$ cat config.mk
export PLATFORM = sky130hd
export DESIGN_NAME = dial_lock_ctrl
export DESIGN_NICKNAME = d
export VERILOG_FILES = /design/src/rtl/dial_lock_pkg.sv /design/src/rtl/dial_step_match.sv /design/src/rtl/dial_next_state.sv /design/src/rtl/dial_state_reg.sv /design/src/rtl/dial_lock_ctrl.sv
export SDC_FILE = /design/constraint.sdc
export NUM_CORES = 1
export LEC_CHECK = 0
export ABC_AREA = 1
export BUFFER_PORTS_ARGS = -buffer_cell sky130_fd_sc_hd__buf_2
export CORE_AREA = 2 2 39 41
export CTS_CLUSTER_DIAMETER = 150
export DETAILED_ROUTE_END_ITERATION = 8
export DIE_AREA = 0 0 41 43
export PLACE_DENSITY_LB_ADDON = 0.15
export SETUP_SLACK_MARGIN = 0.5
export SYNTH_ARGS = -nofsm -noshare
export SYNTH_HDL_FRONTEND = slang
export SYNTH_HIERARCHICAL = 1
export SYNTH_SLANG_ARGS = --single-unit
$ cat constraint.sdc
create_clock -name clk -period 0.9 [get_ports clk]
set_input_delay 0.045 -clock clk [delete_from_list [all_inputs] [get_ports clk]]
set_output_delay 0.045 -clock clk [all_outputs]
set_load 0.02 [all_outputs]
$ cat src/rtl/dial_lock_pkg.sv
package dial_lock_pkg;

   // Two-bit progress record; the numeric order is the order of the steps.
   typedef enum logic [1:0] {
      LK_IDLE   = 2'd0,
      LK_FIRST  = 2'd1,
      LK_SECOND = 2'd2,
      LK_OPEN   = 2'd3
   } lock_state_t;

   localparam int unsigned NUM_STEPS = 3;

   function automatic lock_state_t advance(input lock_state_t s);
      case (s)
         LK_IDLE:   return LK_FIRST;
         LK_FIRST:  return LK_SECOND;
         default:   return LK_OPEN;
      endcase
   endfunction

endpackage

$ cat src/rtl/dial_step_match.sv
module dial_step_match #(
   parameter int unsigned          VAL_W     = 6,
   parameter int unsigned          NSTEP     = 3,
   parameter logic [NSTEP*VAL_W-1:0] EXP_VALS = '0,
   parameter logic [NSTEP-1:0]     EXP_DIRS  = '0
) (
   input  logic             op_dir,
   input  logic [VAL_W-1:0] op_val,
   output logic [NSTEP-1:0] hit
);

   // One comparator per secret step: direction and value must both agree.
   for (genvar g = 0; g < NSTEP; g++) begin : g_step
      localparam logic [VAL_W-1:0] KEY_VAL = EXP_VALS[g*VAL_W +: VAL_W];
      localparam logic             KEY_DIR = EXP_DIRS[g];
      assign hit[g] = (op_val == KEY_VAL) && (op_dir == KEY_DIR);
   end

endmodule

$ cat src/rtl/dial_next_state.sv
module dial_next_state
   import dial_lock_pkg::*;
(
   input  lock_state_t        cur,
   input  logic [NUM_STEPS-1:0] hit,
   input  logic               op_done,
   input  logic               relock,
   output lock_state_t        nxt,
   output logic               load
);

   logic expected_hit;

   always_comb begin
      case (cur)
         LK_IDLE:   expected_hit = hit[0];
         LK_FIRST:  expected_hit = hit[1];
         LK_SECOND: expected_hit = hit[2];
         default:   expected_hit = 1'b0;
      endcase
   end

   always_comb begin
      load = op_done | relock;
      if (relock) begin
         nxt = LK_IDLE;
      end else if (cur == LK_OPEN) begin
         nxt = LK_OPEN;
      end else if (expected_hit) begin
         nxt = advance(cur);
      end else begin
         nxt = LK_IDLE;
      end
   end

endmodule

$ cat src/rtl/dial_state_reg.sv
module dial_state_reg
   import dial_lock_pkg::*;
(
   input  logic        clk,
   input  logic        rst,
   input  logic        load,
   input  lock_state_t nxt,
   output lock_state_t cur
);

   always_ff @(posedge clk) begin
      if (rst) begin
         cur <= LK_IDLE;
      end else if (load) begin
         cur <= nxt;
      end
   end

   // reset forces idle
   a_r1_reset_idle: assert property (@(posedge clk) rst |=> cur == LK_IDLE);

   // no load request, no state change
   a_r7_hold_without_load: assert property (@(posedge clk) disable iff (rst)
      !load |=> $stable(cur));

endmodule

$ cat src/rtl/dial_lock_ctrl.sv
module dial_lock_ctrl
   import dial_lock_pkg::*;
#(
   parameter int unsigned VAL_W     = 6,
   parameter int unsigned STEP0_VAL = 13,
   parameter bit          STEP0_DIR = 1'b1,
   parameter int unsigned STEP1_VAL = 22,
   parameter bit          STEP1_DIR = 1'b0,
   parameter int unsigned STEP2_VAL = 3,
   parameter bit          STEP2_DIR = 1'b1
) (
   input  logic             clk,
   input  logic             rst,
   input  logic             op_done,
   input  logic             op_dir,
   input  logic [VAL_W-1:0] op_val,
   input  logic             relock,
   output logic             unlocked
);

   localparam int unsigned VAL_LIMIT = 1 << VAL_W;
   localparam logic [NUM_STEPS*VAL_W-1:0] KEY_VALS =
      {VAL_W'(STEP2_VAL), VAL_W'(STEP1_VAL), VAL_W'(STEP0_VAL)};
   localparam logic [NUM_STEPS-1:0] KEY_DIRS = {STEP2_DIR, STEP1_DIR, STEP0_DIR};

   // Elaboration-time parameter checks
   if (VAL_W < 1 || VAL_W > 16) begin : g_bad_width
      $error("dial_lock_ctrl: VAL_W out of range");
   end
   if (STEP0_VAL >= VAL_LIMIT || STEP1_VAL >= VAL_LIMIT || STEP2_VAL >= VAL_LIMIT) begin : g_bad_key
      $error("dial_lock_ctrl: secret value does not fit VAL_W");
   end

   logic [NUM_STEPS-1:0] hit;
   lock_state_t          cur;
   lock_state_t          nxt;
   logic                 load;

   dial_step_match #(
      .VAL_W   (VAL_W),
      .NSTEP   (NUM_STEPS),
      .EXP_VALS(KEY_VALS),
      .EXP_DIRS(KEY_DIRS)
   ) u_match (
      .op_dir(op_dir),
      .op_val(op_val),
      .hit   (hit)
   );

   dial_next_state u_next (
      .cur    (cur),
      .hit    (hit),
      .op_done(op_done),
      .relock (relock),
      .nxt    (nxt),
      .load   (load)
   );

   dial_state_reg u_state (
      .clk (clk),
      .rst (rst),
      .load(load),
      .nxt (nxt),
      .cur (cur)
   );

   assign unlocked = (cur == LK_OPEN);

   // final correct step from the second stage opens the lock
   a_r2_final_step_opens: assert property (@(posedge clk) disable iff (rst)
      (cur == LK_SECOND && op_done && hit[2] && !relock) |=> unlocked);

   // mismatch after the first step drops to idle
   a_r5_first_mismatch: assert property (@(posedge clk) disable iff (rst)
      (cur == LK_FIRST && op_done && !hit[1] && !relock) |=> cur == LK_IDLE);

   // mismatch after the second step drops to idle
   a_r5_second_mismatch: assert property (@(posedge clk) disable iff (rst)
      (cur == LK_SECOND && op_done && !hit[2] && !relock) |=> cur == LK_IDLE);

   // mismatch while idle stays idle
   a_r6_idle_mismatch: assert property (@(posedge clk) disable iff (rst)
      (cur == LK_IDLE && op_done && !hit[0] && !relock) |=> cur == LK_IDLE);

   // open state persists without relock
   a_r8_open_holds: assert property (@(posedge clk) disable iff (rst)
      (unlocked && !relock) |=> unlocked);

   // relock always returns to idle
   a_r9_relock_idle: assert property (@(posedge clk) disable iff (rst)
      relock |=> (cur == LK_IDLE && !unlocked));

   // opening is always caused by a strobe
   a_r10_open_cause: assert property (@(posedge clk) disable iff (rst)
      $rose(unlocked) |-> $past(op_done));

endmodule

==> After elaboration in Yosys (flattened, before gate mapping) <==
Cells that the tools add are included.
{ "totals": {"output_inout_bits": 1, "inputBits": 11, "reg_bits": 2, "wordCells": 18} }
{ "classes": {"muxes": 5, "bitwise_logic": 2, "eq_ne": 6, "reduce_logical": 4} }
{ "ops": {"columns": ["op", "count"], "rows": [
  ["$eq 6x2->1 const B", 1],
  ["$eq 6x4->1 const B", 1],
  ["$eq 6x5->1 const B", 1],
  ["$mux 2", 3],
  ["$eq 2x2->1 const B", 2],
  ["$pmux 2 s2", 1],
  ["$logic_and 1x1->1", 3],
  ["$pmux 1 s3", 1],
  ["$eq 2x1->1 const B", 1],
  ["$logic_not 2->1", 1],
  ["$not 1->1", 1],
  ["$or 1x1->1", 1]
]} }

==> Longest topological paths before layout <==
Gate-level depths: netlist of run 1.
{ "depth": {"ltp_word": 6, "depth_mapped": 12, "mapped_depth_nobuf": 12} }

==> Cells and area by module <==
The synthesis of run 1 kept the hierarchy.
{ "modules_own_cells": {"columns": ["module", "instances", "area_each_um2", "cells_per_inst", "seq_area_each_um2"], "rows": [
  ["dial_step_match", 1, 86.3, 21, 0.0],
  ["dial_state_reg", 1, 81.3, 13, 40.0],
  ["dial_next_state", 1, 51.3, 12, 0.0],
  ["dial_lock_ctrl", 1, 7.5, 2, 0.0]
]} }

==> Least setup slack after synthesis of run 1 <==
Ideal clock, no wire load.
{ "synth_timing": {"kind": "flip-flop to flip-flop", "from": "register u_state.cur[0]", "to": "register u_state.cur[0]", "t_arrival_ps": 777, "n_path_buf": 0, "setup_time_ps": 64, "slack_ps": 59, "period_less_slack_ps": 841, "path_stages_with_launch": 8, "required_ps": 836, "cell_sequence": "dfxtp_1 > nor2_1 > nand2_1 > a21oi_1 > inv_1 > nand2_1 > nand2_1 > nor2_1"} }
{ "synth_via": {"elab_chain_cells": 5, "word_cells_on_any_way": 9, "cone_classes": "3 x eq/ne; 5 x mux; 1 x reduce/logical"} }
{ "synth_lines": {"columns": ["item", "line_no", "source"], "rows": [
  ["start, declared", "dial_state_reg.sv:8", "output lock_state_t cur"],
  ["start signal, assigned", "dial_state_reg.sv:15", "cur <= nxt;"],
  ["$eq 2x2->1, or another cell as far along", "dial_next_state.sv:15", "case (cur)"],
  ["$pmux 1 s3 or $pmux 2 s2 (tied branches)", "dial_next_state.sv:15, dial_lock_pkg.sv:14", null],
  ["$mux 2", "dial_next_state.sv:29", "end else if (expected_hit) begin"],
  ["$mux 2 *", "dial_next_state.sv:27", "end else if (cur == LK_OPEN) begin"],
  ["$mux 2 *", "dial_next_state.sv:25", "if (relock) begin"],
  ["via nxt[0]", "dial_lock_ctrl.sv:36", "lock_state_t nxt;"]
]} }
Mark *: on every way through the listed nets, which the timed path passes. The rest lies on a longest branch.
A chain may end at the register's enable or synchronous reset.

==> Worst setup path after layout of run 1 <==
{ "layout_timing": {"from": "register u_state.cur[1]", "to": "output unlocked"} }
{ "layout_via": {"elab_chain_cells": 1} }
{ "layout_lines": {"columns": ["item", "line_no", "source"], "rows": [
  ["$eq 2x2->1", "dial_lock_ctrl.sv:67", "assign unlocked = (cur == LK_OPEN);"],
  ["end, declared", "dial_lock_ctrl.sv:18", "output logic unlocked"]
]} }
Every way passes these cells.

==> flow_results.xml, run 1 <==
<?xml version="1.0" encoding="UTF-8"?>
<metrics>
  <group name="worst_setup_path">
    <metric name="cp_max_fo" unit="">5</metric>
    <metric name="crit_path_cell_trace" unit="">buf_6, nand2_4, inv_2, buf_6</metric>
    <metric name="critPathCaptureType" unit="">output pin</metric>
    <metric name="startpoint_type" unit="">flop</metric>
    <metric name="worstPathArrival" unit="ps">880</metric>
    <metric name="timing.critical_path.slowest_cell_delay" unit="ps">350</metric>
    <metric name="worst_path_dominant_cell_family" unit="">flip-flops</metric>
    <metric name="startpoint_to_endpoint_class_of_the_critical_path" unit="">flop to output pin</metric>
    <metric name="worst-endpoint-required" unit="ps">850</metric>
    <metric name="critical_path.slowest_cell" unit="">sky130_fd_sc_hd__dfxtp_4</metric>
    <metric name="worstPathBufferInverterCount" unit="">3</metric>
    <metric name="critPathMostFrequentCell" unit="">sky130_fd_sc_hd__buf_6</metric>
  </group>
  <group name="cts">
    <metric name="ctsHtreeMaxLevel" unit="">1</metric>
    <metric name="cts_root_buf" unit="">sky130_fd_sc_hd__clkbuf_4</metric>
    <metric name="cts_post_setup_buffers_inserted" unit="">0</metric>
    <metric name="cts.sink_count" unit="">2</metric>
    <metric name="clock_tree.buffer_depth" unit="">2</metric>
    <metric name="clk_transition_reported_paths" unit="ps">30</metric>
    <metric name="clock_latency" unit="ps">220</metric>
    <metric name="holdBufCountCts" unit="">0</metric>
    <metric name="clock_tree_from_tritoncts" unit="">yes</metric>
    <metric name="tritoncts.num_buffers" unit="">3</metric>
    <metric name="ctsResizeCount" unit="">5</metric>
  </group>
  <group name="synth">
    <metric name="synth.yosys.seq_area_share" unit="">0.177</metric>
    <metric name="number_of_nets_in_the_synthesized_netlist" unit="">59</metric>
    <metric name="ys_warn_count" unit="">6</metric>
    <metric name="synth.avg_cell_area" unit="sq um">4.72</metric>
    <metric name="synth.distinct_cells" unit="">9</metric>
    <metric name="synth_area_leader_cell" unit="">sky130_fd_sc_hd__nand2_1</metric>
    <metric name="synth_area_leaders" unit="">sky130_fd_sc_hd__nand2_1 (27%), sky130_fd_sc_hd__inv_1 (20%), sky130_fd_sc_hd__dfxtp_1 (18%)</metric>
    <metric name="synthesis.instances" unit="">48</metric>
    <metric name="synth_top_area_share" unit="">0.265</metric>
    <metric name="synth_seq_cells" unit="">2</metric>
    <metric name="area_of_the_mapped_netlist" unit="sq um">226</metric>
  </group>
  <group name="floorplan">
    <metric name="num_io_pins" unit="">12</metric>
    <metric name="core" unit="sq um">1380</metric>
    <metric name="cell_rows" unit="">14</metric>
    <metric name="fp.dieArea" unit="sq um">1760</metric>
    <metric name="chipHeight" unit="um">43</metric>
    <metric name="initial_utilization" unit="">0.164</metric>
    <metric name="die_x" unit="um">41</metric>
  </group>
  <group name="sta">
    <metric name="worst-slew-pin-transition" unit="ps">142</metric>
    <metric name="timing_hold_violations_final" unit="">0</metric>
    <metric name="fin_worst_skew" unit="ps">3.04</metric>
    <metric name="setup_violations" unit="">1</metric>
    <metric name="final_max_slew_viol_count" unit="">0</metric>
    <metric name="unrepaired_setup_endpoints_after_global_routing" unit="">yes</metric>
    <metric name="finalCritPeriodShare" unit="">1.03</metric>
    <metric name="maxClockFrequency" unit="MHz">1080</metric>
    <metric name="post_layout_worst_setup_margin" unit="ps">-25.8</metric>
    <metric name="final_critical_period" unit="ps">926</metric>
    <metric name="maxSlewHeadroom" unit="">0.905</metric>
  </group>
  <group name="grt">
    <metric name="maximum_number_of_pins_on_one_net_before_global_route_repair" unit="">6</metric>
    <metric name="global_route.usage.total" unit="">0.0821</metric>
    <metric name="vias_in_the_first_global_route" unit="">263</metric>
    <metric name="grt_pass1_wl" unit="um">986</metric>
    <metric name="grt_antenna_before_repair" unit="">0</metric>
    <metric name="globalRouteOverflowTotal" unit="">0</metric>
  </group>
  <group name="route">
    <metric name="post_drt_wl_per_cell" unit="um">6.33</metric>
    <metric name="dr.first_iter.drc_count" unit="">3</metric>
    <metric name="wl" unit="um">506</metric>
    <metric name="ant_nets" unit="">0</metric>
    <metric name="detail_route.vias_per_cell" unit="">3.66</metric>
    <metric name="drcViolationCount" unit="">0</metric>
    <metric name="drt_pass1_iterations" unit="">2</metric>
    <metric name="num_vias" unit="">293</metric>
  </group>
  <group name="finish">
    <metric name="n_antenna_cell" unit="">0</metric>
    <metric name="design.final.nets" unit="">77</metric>
    <metric name="biggest_register" unit="">u_state/cur</metric>
    <metric name="layoutNonFillerInstCount" unit="">80</metric>
    <metric name="final_cell_area" unit="sq um">372</metric>
    <metric name="reg.largest.list" unit="">u_state/cur (2)</metric>
    <metric name="drive_above_1_share" unit="">0.375</metric>
    <metric name="largest_reg_flops" unit="">2</metric>
    <metric name="areaGrowthSynthToFinish" unit="%">64.1</metric>
  </group>
  <group name="flow_run">
    <metric name="max_cap_violations" unit="">0</metric>
  </group>
  <group name="place">
    <metric name="placed_cells" unit="">77</metric>
    <metric name="dp.final_hpwl" unit="um">435</metric>
    <metric name="port-buffer-count" unit="">11</metric>
    <metric name="postPlaceCellArea" unit="sq um">319</metric>
    <metric name="place_worst_setup_slack" unit="ps">-57.7</metric>
    <metric name="routability_cong" unit="">0.738</metric>
  </group>
  <group name="pwr">
    <metric name="pwr_density_cell" unit="nW/um^2">984</metric>
    <metric name="peakVddDrop" unit="V">0.000475</metric>
    <metric name="power.leakage" unit="nW">0.228</metric>
    <metric name="report.power.total" unit="W">0.000366</metric>
  </group>
  <group name="outcome">
    <metric name="outcome" unit="">finished, violations left</metric>
    <metric name="violations" unit="">negative setup slack</metric>
  </group>
  <group name="hold_path">
    <metric name="timing.hold.worst.class" unit="">input port to flop</metric>
  </group>
</metrics>
cells in the mapped netlist:
| cell type | count |
|---|---|
| sky130_fd_sc_hd__o21ai_0 | 1 |
| sky130_fd_sc_hd__or2_2 | 1 |
| sky130_fd_sc_hd__nand2_1 | 16 |
| sky130_fd_sc_hd__nor2_2 | 2 |
| sky130_fd_sc_hd__inv_1 | 12 |
| sky130_fd_sc_hd__a21oi_1 | 1 |
| sky130_fd_sc_hd__nand3_1 | 3 |
| sky130_fd_sc_hd__dfxtp_1 | 2 |
| sky130_fd_sc_hd__nor2_1 | 10 |
stage by stage:
step                      setup TNS (ps)  utilization  hold slack [ps]
after floorplan                        0            -              193
after global placement              -125        0.231              291
after detailed placement           -99.7        0.231              293
after CTS                          -33.5        0.259             59.3
after global routing                -129        0.269             60.4
final                              -25.8        0.269             59.1
layout by cell type, fill, tap and decap left out, drive strengths merged:
| cell type | synthesis | final |
|---|---|---|
| nand3 | 3 | 3 |
| nor2 | 12 | 12 |
| or2 | 1 | 1 |
| clkbuf | 0 | 3 |
| inv | 12 | 12 |
| a21oi | 1 | 1 |
| o21ai | 1 | 1 |
| buf | 0 | 13 |
| dfxtp | 2 | 2 |
| nand2 | 16 | 16 |
tightest hold or removal path: stages:
cell	delay [ps]
sky130_fd_sc_hd__buf_2	70
sky130_fd_sc_hd__inv_1	40
sky130_fd_sc_hd__nand2_1	60
sky130_fd_sc_hd__nor2_1	30
kinds of logic after synthesis:
kind of cell / synth area share
simple gates: 0.580
buf+inv: 0.199
flops: 0.177
compound gates: 0.0442
per-layer routing:
layer  GRT usage  vias to the layer above  share of wire
met1       0.102                      117           0.49
met2       0.119                        6           0.47
met4      0.0200                        0              0
met3      0.0471                        0          0.043
li1            -                      170              -
met5           0                        -              0
where the power goes:
part,switching [W],leakage [nW],internal (W)
Sequential,0.00000523,0.0178,0.0000899
Clock,0.0000485,0.0138,0.000147
Combinational,0.0000373,0.197,0.0000380
path summary, 6_finish.rpt:
check	from	to	slack (ps)	cells past startpoint
worst max-delay path	u_state/cur[1]	unlocked	-30	4
worst min-delay path	rst	u_state/cur[0]	60	4
worst max register to register	u_state/cur[1]	u_state/cur[0]	20	7
worst min register to register	u_state/cur[0]	u_state/cur[0]	600	3
layout make-up:
class	count	area [sq um]
clock buffers	3	22.5
fillers	167	1010
well taps	16	20.0
repair buffers	13	83.8
inverters	12	45.0
flip-flops and latches	2	47.5
multi-input cells	34	153
Power figures use the tool's default switching activity.
==> inputs of run 2 (changes only) <==
--- a/config.mk
+++ b/config.mk
@@ -7,10 +7,10 @@
 export LEC_CHECK = 0
 export ABC_AREA = 1
 export BUFFER_PORTS_ARGS = -buffer_cell sky130_fd_sc_hd__buf_2
-export CORE_AREA = 2 2 39 41
+export CORE_AREA = 4 4 41 43
 export CTS_CLUSTER_DIAMETER = 150
 export DETAILED_ROUTE_END_ITERATION = 8
-export DIE_AREA = 0 0 41 43
+export DIE_AREA = 0 0 45 47
 export PLACE_DENSITY_LB_ADDON = 0.15
 export SETUP_SLACK_MARGIN = 0.5
 export SYNTH_ARGS = -nofsm -noshare
==> run 2 against run 1 <==
Net effect: the flow still finishes with violations (negative setup slack); via count fell by 4.4%; critical path depth is 5 higher; final area up 1.3%; combinational power decreased by 0.9%.
==> flow_results.xml, run 2 (synthesis results as in run 1) <==
<?xml version="1.0" encoding="UTF-8"?>
<metrics>
  <group name="outcome">
    <metric name="outcome" unit="">finished, violations left</metric>
    <metric name="violations" unit="">negative setup slack</metric>
  </group>
  <group name="worst_setup_path">
    <metric name="critPathMostFrequentCell" unit="">sky130_fd_sc_hd__nand2_1</metric>
    <metric name="worstPathArrival" unit="ps">1030</metric>
    <metric name="reg2reg_from" unit="">u_state/cur[1]</metric>
    <metric name="worst_path_dominant_cell_family" unit="">flip-flops</metric>
    <metric name="reg2regPathDepth" unit="">9</metric>
    <metric name="critical_path.slowest_cell" unit="">sky130_fd_sc_hd__dfxtp_4</metric>
    <metric name="cp_num_cells" unit="">9</metric>
    <metric name="worstPathBufferInverterCount" unit="">3</metric>
    <metric name="startpoint_to_endpoint_class_of_the_critical_path" unit="">flop to flop</metric>
    <metric name="crit_path_cell_trace" unit="">buf_6, nand2_4, nand3_2, nand2_1, inv_1, inv_1, nand2_1, nand2_1, nor2_1</metric>
    <metric name="startpoint_type" unit="">flop</metric>
    <metric name="worst_r2r_endpoint" unit="">u_state/cur[1]</metric>
    <metric name="worst-endpoint-required" unit="ps">1010</metric>
    <metric name="timing.critical_path.to" unit="">u_state/cur[1]</metric>
    <metric name="cp_max_fo" unit="">4</metric>
    <metric name="critPathCaptureType" unit="">flop</metric>
    <metric name="timing.reg2reg.setup_slack" unit="ps">-20</metric>
    <metric name="timing.critical_path.from" unit="">u_state/cur[1]</metric>
    <metric name="timing.critical_path.slowest_cell_delay" unit="ps">340</metric>
  </group>
  <group name="cts">
    <metric name="clock_tree_from_tritoncts" unit="">yes</metric>
    <metric name="holdBufCountCts" unit="">0</metric>
    <metric name="clock_latency" unit="ps">220</metric>
    <metric name="tritoncts.num_buffers" unit="">3</metric>
    <metric name="cts_root_buf" unit="">sky130_fd_sc_hd__clkbuf_4</metric>
    <metric name="clock_tree.buffer_depth" unit="">2</metric>
    <metric name="cts.sink_count" unit="">2</metric>
    <metric name="clk_transition_reported_paths" unit="ps">30</metric>
    <metric name="ctsHtreeMaxLevel" unit="">1</metric>
  </group>
  <group name="floorplan">
    <metric name="core" unit="sq um">1300</metric>
    <metric name="initial_utilization" unit="">0.174</metric>
    <metric name="die_x" unit="um">45</metric>
    <metric name="num_io_pins" unit="">12</metric>
    <metric name="chipHeight" unit="um">47</metric>
    <metric name="cell_rows" unit="">13</metric>
    <metric name="fp.dieArea" unit="sq um">2120</metric>
  </group>
  <group name="pwr">
    <metric name="report.power.total" unit="W">0.000361</metric>
    <metric name="peakVddDrop" unit="V">0.000280</metric>
    <metric name="pwr_density_cell" unit="nW/um^2">958</metric>
    <metric name="power.leakage" unit="nW">0.237</metric>
  </group>
  <group name="finish">
    <metric name="n_antenna_cell" unit="">0</metric>
    <metric name="areaGrowthSynthToFinish" unit="%">66.3</metric>
    <metric name="biggest_register" unit="">u_state/cur</metric>
    <metric name="largest_reg_flops" unit="">2</metric>
    <metric name="commonest_non_fill_non_tap_cell_in_the_layout" unit="">sky130_fd_sc_hd__nand2_1</metric>
    <metric name="reg.largest.list" unit="">u_state/cur (2)</metric>
    <metric name="design.final.nets" unit="">77</metric>
    <metric name="layout.cells.most_common_list" unit="">sky130_fd_sc_hd__nand2_1 (13), sky130_fd_sc_hd__inv_1 (11), sky130_fd_sc_hd__buf_2 (10), sky130_fd_sc_hd__nor2_1 (10)</metric>
    <metric name="drive_above_1_share" unit="">0.406</metric>
    <metric name="final_cell_area" unit="sq um">377</metric>
  </group>
  <group name="grt">
    <metric name="globalRouteOverflowTotal" unit="">0</metric>
    <metric name="global_route.usage.total" unit="">0.0552</metric>
    <metric name="vias_in_the_first_global_route" unit="">229</metric>
    <metric name="maximum_number_of_pins_on_one_net_before_global_route_repair" unit="">7</metric>
    <metric name="grt_antenna_before_repair" unit="">0</metric>
    <metric name="grt_pass1_wl" unit="um">869</metric>
  </group>
  <group name="sta">
    <metric name="worst-slew-pin-transition" unit="ps">162</metric>
    <metric name="maxClockFrequency" unit="MHz">1080</metric>
    <metric name="final_critical_period" unit="ps">924</metric>
    <metric name="holdWs" unit="ps">62.4</metric>
    <metric name="post_layout_worst_setup_margin" unit="ps">-23.6</metric>
    <metric name="unrepaired_setup_endpoints_after_global_routing" unit="">yes</metric>
    <metric name="setup_violations" unit="">3</metric>
    <metric name="finalCritPeriodShare" unit="">1.03</metric>
    <metric name="fin_worst_skew" unit="ps">0.545</metric>
    <metric name="timing_hold_violations_final" unit="">0</metric>
    <metric name="maxSlewHeadroom" unit="">0.891</metric>
    <metric name="final_max_slew_viol_count" unit="">0</metric>
  </group>
  <group name="route">
    <metric name="wl" unit="um">535</metric>
    <metric name="drt_pass1_iterations" unit="">3</metric>
    <metric name="num_vias" unit="">280</metric>
    <metric name="dr.first_iter.drc_count" unit="">3</metric>
    <metric name="post_drt_wl_per_cell" unit="um">6.77</metric>
    <metric name="drcViolationCount" unit="">0</metric>
    <metric name="ant_nets" unit="">0</metric>
    <metric name="detail_route.vias_per_cell" unit="">3.54</metric>
  </group>
  <group name="hold_path">
    <metric name="timing.hold.worst.class" unit="">input port to flop</metric>
    <metric name="hold_path_startpoint" unit="">rst</metric>
  </group>
  <group name="flow_run">
    <metric name="max_cap_violations" unit="">0</metric>
  </group>
  <group name="place">
    <metric name="postPlaceCellArea" unit="sq um">310</metric>
    <metric name="port-buffer-count" unit="">11</metric>
    <metric name="dp.final_hpwl" unit="um">455</metric>
    <metric name="routability_cong" unit="">0.732</metric>
  </group>
</metrics>
==> run 2: cell types whose count changed in the layout (fill, tap and decap cells not counted) <==
cell                      previous run  this run
sky130_fd_sc_hd__a21oi_1             0         1
sky130_fd_sc_hd__nand3_1             3         2
sky130_fd_sc_hd__nand3_2             0         1
sky130_fd_sc_hd__a21oi_2             1         0
sky130_fd_sc_hd__o21ai_1             1         0
sky130_fd_sc_hd__nand2_1            15        13
sky130_fd_sc_hd__o21ai_0             0         1
sky130_fd_sc_hd__nand2_2             0         2
==> run 2: tightest hold or removal path, cell delays in order <==
cell and delay (ps):
sky130_fd_sc_hd__buf_2 70, sky130_fd_sc_hd__inv_1 40, sky130_fd_sc_hd__nand2_1 50, sky130_fd_sc_hd__nor2_1 30
==> run 2: layout make-up <==
cell class                      count  area, sq um
Fill cell                         156          925
Multi-Input combinational cell     34          159
Timing Repair Buffer               13         83.8
Sequential cell                     2         47.5
Inverter                           12         45.0
Clock buffer                        3         22.5
Tap cell                           15         18.8
==> run 2: routing by layer <==
metal / global-route usage / vias to the layer above / wire [um]
met5: 0 / - / 0
met1: 0.0700 / 106 / 261
met3: 0 / 0 / 25
met2: 0.0932 / 4 / 247
li1: - / 170 / -
met4: 0.0351 / 0 / 0
==> run 2: timing repair <==
item / CTS / global route
setup buffers: 1 / 0
endpoints found under the setup margin: 3 / 3
gates resized for setup: 9 / 2
hold endpoints to repair: 0 / 0
pin swaps: 5 / 2
==> run 2: how the worst min path moves through the flow <==
stage,to,slack [ps],depth (start not counted)
floorplan,u_state/cur[0],190,3
global placement,u_state/cur[0],290,4
detailed placement,u_state/cur[0],290,4
CTS,u_state/cur[0],60,4
global route,u_state/cur[0],80,4
finish,u_state/cur[0],60,4
==> run 2: where the power goes <==
part	switching (W)	total, W	internal (W)
Sequential	0.00000648	0.0000964	0.0000900
Clock	0.0000434	0.000190	0.000146
Combinational	0.0000365	0.0000746	0.0000381
==> run 2: through the flow <==
stage                     utilization  instances  worst slack (ps)  TNS, ps
final                           0.289         79             -23.6    -56.5
after detailed placement        0.238         75             -70.4     -120
after CTS                       0.284         79             -31.2    -80.7
after global placement          0.238         75             -72.5     -134
after floorplan                     -         48              82.7        0
after global routing            0.289         79              -114     -263
